--- src/rtl/xonxoff_flow_ctrl.sv ---
module xonxoff_flow_ctrl #(
  parameter int LVL_W = 7
) (
  input  logic             clk,
  input  logic             rst_n,
  input  logic             reg_we,
  input  logic [1:0]       reg_sel,
  input  logic [7:0]       reg_wdata,
  output logic [7:0]       reg_rdata,
  input  logic [1:0]       cfg_match_mode,
  input  logic [1:0]       cfg_word_len,
  input  logic             cfg_xon_any,
  input  logic             cfg_auto_send,
  input  logic [LVL_W-1:0] cfg_trig,
  input  logic             rx_valid,
  input  logic [7:0]       rx_char,
  input  logic [LVL_W-1:0] rx_level,
  output logic             fifo_wr,
  output logic [7:0]       fifo_data,
  input  logic             tx_ready,
  input  logic             txq_valid,
  input  logic [7:0]       txq_data,
  output logic             txq_pop,
  output logic             tx_load,
  output logic [7:0]       tx_data,
  output logic             tx_suspend
);
  localparam logic [1:0] M_SINGLE = 2'd1;
  localparam logic [1:0] M_DOUBLE = 2'd2;

  logic [7:0] xr [4];
  logic       susp_q, hold_v, hold_off, flush_v, wr_q;
  logic [7:0] hold_c, flush_c, wd_q;
  logic       xoff_sent, ins_busy, ins_off, ins_idx;

  function automatic logic hit(input logic [7:0] a, input logic [7:0] b, input logic [7:0] m);
    return ((a ^ b) & m) == 8'd0;
  endfunction

  wire [7:0] mask    = 8'hFF >> (2'd3 - cfg_word_len);
  wire       h_xon1  = hit(rx_char, xr[0], mask);
  wire       h_xon2  = hit(rx_char, xr[1], mask);
  wire       h_xoff1 = hit(rx_char, xr[2], mask);
  wire       h_xoff2 = hit(rx_char, xr[3], mask);
  wire       h_first = h_xon1 | h_xoff1;
  wire       sec_hit = hold_off ? h_xoff2 : h_xon2;
  wire       dbl     = cfg_match_mode == M_DOUBLE;

  assign reg_rdata  = xr[reg_sel];
  assign fifo_wr    = wr_q;
  assign fifo_data  = wd_q;
  assign tx_suspend = susp_q;

  always_ff @(posedge clk) begin
    if (!rst_n) begin
      for (int i = 0; i < 4; i++) xr[i] <= 8'd0;
    end else if (reg_we) begin
      xr[reg_sel] <= reg_wdata;
    end
  end

  always_ff @(posedge clk) begin
    if (!rst_n) begin
      susp_q   <= 1'b0;
      hold_v   <= 1'b0;
      hold_off <= 1'b0;
      hold_c   <= 8'd0;
      flush_v  <= 1'b0;
      flush_c  <= 8'd0;
      wr_q     <= 1'b0;
      wd_q     <= 8'd0;
    end else begin
      wr_q <= 1'b0;
      if (flush_v) begin
        wr_q    <= 1'b1;
        wd_q    <= flush_c;
        flush_v <= 1'b0;
      end
      if (rx_valid) begin
        if (cfg_match_mode == M_SINGLE) begin
          if (h_xoff1) susp_q <= 1'b1;
          else if (h_xon1) susp_q <= 1'b0;
          else begin
            wr_q <= 1'b1;
            wd_q <= rx_char;
            if (cfg_xon_any) susp_q <= 1'b0;
          end
        end else if (dbl) begin
          if (hold_v && sec_hit) begin
            susp_q <= hold_off;
            hold_v <= 1'b0;
          end else begin
            if (hold_v) begin
              wr_q <= 1'b1;
              wd_q <= hold_c;
              if (cfg_xon_any) susp_q <= 1'b0;
            end
            if (h_first) begin
              hold_v   <= 1'b1;
              hold_c   <= rx_char;
              hold_off <= h_xoff1;
            end else begin
              hold_v <= 1'b0;
              if (cfg_xon_any) susp_q <= 1'b0;
              if (hold_v) begin
                flush_v <= 1'b1;
                flush_c <= rx_char;
              end else begin
                wr_q <= 1'b1;
                wd_q <= rx_char;
              end
            end
          end
        end else begin
          wr_q <= 1'b1;
          wd_q <= rx_char;
        end
      end
    end
  end

  wire       ins_last = !dbl || ins_idx;
  wire [7:0] ins_char = ins_off ? (ins_idx ? xr[3] : xr[2]) : (ins_idx ? xr[1] : xr[0]);
  wire       q_go     = txq_valid & ~susp_q & ~ins_busy;

  assign tx_load = tx_ready & (ins_busy | q_go);
  assign txq_pop = tx_ready & q_go;
  assign tx_data = ins_busy ? ins_char : txq_data;

  always_ff @(posedge clk) begin
    if (!rst_n) begin
      xoff_sent <= 1'b0;
      ins_busy  <= 1'b0;
      ins_off   <= 1'b0;
      ins_idx   <= 1'b0;
    end else if (ins_busy) begin
      if (tx_ready) begin
        if (ins_last) begin
          ins_busy  <= 1'b0;
          ins_idx   <= 1'b0;
          xoff_sent <= ins_off;
        end else begin
          ins_idx <= 1'b1;
        end
      end
    end else if (cfg_auto_send) begin
      if (!xoff_sent && rx_level > cfg_trig) begin
        ins_busy <= 1'b1;
        ins_off  <= 1'b1;
        ins_idx  <= 1'b0;
      end else if (xoff_sent && rx_level < cfg_trig) begin
        ins_busy <= 1'b1;
        ins_off  <= 1'b0;
        ins_idx  <= 1'b0;
      end
    end
  end
endmodule

--- config.mk ---
export PLATFORM = sky130hd
export DESIGN_NAME = xonxoff_flow_ctrl
export DESIGN_NICKNAME = d
export VERILOG_FILES = /design/src/rtl/xonxoff_flow_ctrl.sv
export SDC_FILE = /design/constraint.sdc
export NUM_CORES = 1
export LEC_CHECK = 0
export BUFFER_PORTS_ARGS = -buffer_cell sky130_fd_sc_hd__buf_2
export CAP_MARGIN = 20
export CORE_MARGIN = 4
export CORE_UTILIZATION = 31
export DETAILED_ROUTE_END_ITERATION = 8
export GPL_TIMING_DRIVEN = 0
export PLACE_DENSITY_LB_ADDON = 0.15
export SETUP_SLACK_MARGIN = 0.1
export SLEW_MARGIN = 25
export SYNTH_ARGS = -nofsm -noshare
export SYNTH_HDL_FRONTEND = slang
export SYNTH_SLANG_ARGS = --single-unit
--- constraint.sdc ---
create_clock -name clk -period 4.17 [get_ports clk]
set_input_delay 0.2085 -clock clk [delete_from_list [all_inputs] [get_ports clk]]
set_output_delay 0.2085 -clock clk [all_outputs]
set_load 0.005 [all_outputs]
==> run_results.csv <==
group,metric,value,unit
place,dp_hpwl,8680,um
timing,setup_viol,0,
final_layout,seq_area,1620,um^2
clock_tree,clockBufferDepth,2,
drt,vias,3298,
clock_tree,root_buffer,"clkbuf_16",
timing,hold_ws,190,ps
drt,avgViaCountPerCell,4.94,
drt,ant_nets,0,
timing,period_minus_slack,2450,ps
setup_path,crit_cells,4,
synthesis,synth_edf_count,32,
synthesis,synth_area,4260,um^2
floorplanning,ioPinCount,80,
timing,relSlewSlack,42.3,%
clock_tree,cts_sinks,65,
floorplanning,initial_core_util,31.9,%
setup_path,crit_path_start,"ins_idx$_SDFFE_PN0P_",
setup_path,reg2regPathDepth,8,
clock_tree,numCtsBuffers,9,
setup_path,arrival,2240,ps
synthesis,synth_ff_type,"dfxtp_1",
setup_path,path_buf_inv,2,
drt,wl_per_cell,17.1,um
floorplanning,die-height,125,um
timing,fin_skew,9.86,ps
job,maxCapViolCount,0,
timing,final-hold-violation-count,0,
setup_path,cp_cell_sequence,"clkbuf_1, mux4_2, mux2_2, buf_2",
synthesis,ys_warn_count,0,
synthesis,synth_fp_nets,466,
power_and_ir_drop,ir_drop,0.266,mV
floorplanning,die_area,15700,um^2
final_layout,nets,548,
clock_tree,cts_tree,"yes",
setup_path,cp_slowest_cell,"mux4_2",
setup_path,critPathKind,"reg -> out",
synthesis,synth_top_area_share,22.6,%
setup_path,rr_startpoint,"xr[0][1]$_SDFFCE_PN0P_",
final_layout,syn_to_final_growth,20.1,%
synthesis,synthCells,405,
synthesis,synthArstFlopShare,0,%
floorplanning,die_width,125,um
timing,rsz0062_at_grt,"false",
outcome,status,"finished, final reports clean",
setup_path,cp_max_fo,10,
setup_path,critPathRequiredTime,3960,ps
power_and_ir_drop,power.density,344,nW/um^2
place,gp_congestion,0.752,
final_layout,diodes,0,
synthesis,yosysMostFrequentCell,"dfxtp_1",
clock_tree,cts_setup_buffers,0,
global_routing,grt_remaining_overflow,0,
drt,drtPass1Iterations,4,
final_layout,fill_cells,1347,
power_and_ir_drop,p_leak,2.06,nW
clock_tree,clk_pin_slew,50,ps
drt,drt_wl_total,11400,um
timing,tightest_slew,860,ps
synthesis,yosysTopAreaCell,"edfxtp_1",
drt,drc,0,
global_routing,grt_usage,14.9,%
timing,fmax,408,MHz
floorplanning,rows,42,
final_layout,drive_above_1_share,27.0,%
global_routing,grt_max_degree,11,
setup_path,max_stage_delay,620,ps
clock_tree,clkLatencyLatePin,340,ps
clock_tree,hold_buffers,0,
timing,finalMaxSlewViolations,0,
timing,timing.final.crit_share,58.8,%
place,io_buffers,71,
floorplanning,design.core.area,13300,um^2
global_routing,antenna_found_initial,1,
synthesis,synth.distinct_cells,46,
clock_tree,htreeDepth,3,
worst_hold_path,min_path_cells,2,
synthesis,yosys-top-cells-count,"dfxtp_1, edfxtp_1, mux2i_1",
setup_path,startpoint_type,"register",
synthesis,ys_ff_latch,65,
synthesis,syn_area_per_cell,10.5,um^2
synthesis,synth_area_leaders,"edfxtp_1, dfxtp_1, mux4_2, mux2i_1, xnor2_1",
setup_path,critPathTopFamily,"multiplexers",
worst_hold_path,min_path_type,"in -> reg",
drt,drtIter0Drc,200,
setup_path,endpoint_kind,"output port",
timing,fin_setup_tns,0,ps
clock_tree,post_cts_resized,0,
global_routing,grt_pass1_vias,3386,
synthesis,yosysSeqAreaShare,38.1,%
worst_hold_path,min_from,"reg_wdata[3]",
global_routing,grt_pass1_wl,18300,um
final_layout,multi_input_area,2400,um^2
==> per-stage QoR <==
step / instances / setup slack, ps / utilization, % / total power [mW] / cell area (um^2)
5_1_grt: 668 / 1520 / 38.3 / 1.83 / 5110
6_report: 668 / 1720 / 38.3 / 1.76 / 5110
2_1_floorplan: 405 / 2310 / - / 0.932 / 4260
3_3_place_gp: 652 / 1850 / 36.2 / 1.04 / 4830
4_1_cts: 668 / 1640 / 38.3 / 1.77 / 5110
3_5_place_dp: 652 / 1800 / 36.2 / 1.04 / 4830
==> report_power, final <==
part | switching, mW | leakage (nW) | total [mW] | internal (mW)
combinational | 0.143 | 1.35 | 0.290 | 0.147
sequential | 0.0313 | 0.580 | 0.738 | 0.707
clock | 0.272 | 0.138 | 0.731 | 0.459
total | 0.446 | 2.06 | 1.76 | 1.31
==> metal layers <==
| metal | vias up | GRT usage [%] | routed length [um] |
|---|---|---|---|
| li1 | 1612 | - | - |
| met1 | 1591 | 18.7 | 5090 |
| met2 | 72 | 25.4 | 5630 |
| met3 | 21 | 3.41 | 486 |
| met4 | 2 | 4.85 | 177 |
| met5 | - | 0 | 7 |
==> placed cells by master, fill, tap and decap left out, types with 9 or more instances in the layout <==
master	netlist	final
edfxtp_1	32	32
xnor2_1	29	29
mux2i_1	32	32
and2_1	29	29
nor2b_1	22	22
nand2_1	28	28
inv_1	22	22
ha_1	9	9
clkbuf_1	14	17
and3_1	9	9
nor2_1	11	11
clkbuf_16	0	9
buf_2	6	77
mux4_2	16	16
mux2_2	16	16
dfxtp_1	33	33
o21ai_0	12	12
==> final cells by class <==
class	count	share of cell area (%)
inverters	22	1.61
clock buffers	12	4.62
repair buffers	71	6.95
multi-input cells	289	47.0
plain buffers	29	2.94
flip-flops and latches	65	31.7
well taps	176	4.31
clock inverters	4	0.856
==> sequential cells by signal, indices dropped and copies added, names as in the netlist <==
signal / flops
tx_suspend: 1
ins_off: 1
flush_v: 1
flush_c: 8
fifo_wr: 1
hold_c: 8
hold_v: 1
ins_idx: 1
hold_off: 1
xoff_sent: 1
xr: 32
fifo_data: 8
ins_busy: 1
==> final timing paths <==
| path | end | slack [ps] |
|---|---|---|
| hold / removal | xr[2][3]$_SDFFCE_PN0P_ | 190 |
| setup reg to reg | fifo_data[7]$_SDFF_PN0_ | 1960 |
| setup / recovery | tx_data[5] | 1720 |
| hold reg to reg | hold_off$_SDFFE_PN0P_ | 500 |
==> cell families (layout without fill, tap and decap cells) <==
family          Yosys count  in the layout  synth area share [%]
compound gates           59             59                  10.4
simple gates            126            126                  16.5
buf+inv                  51            138                  5.46
mux                      64             64                  20.2
fa+ha+maj                 9              9                  2.64
flops                    65             65                  38.1
xor+xnor                 31             31                  6.73
Note: power is estimated with default switching activity, not from simulation.
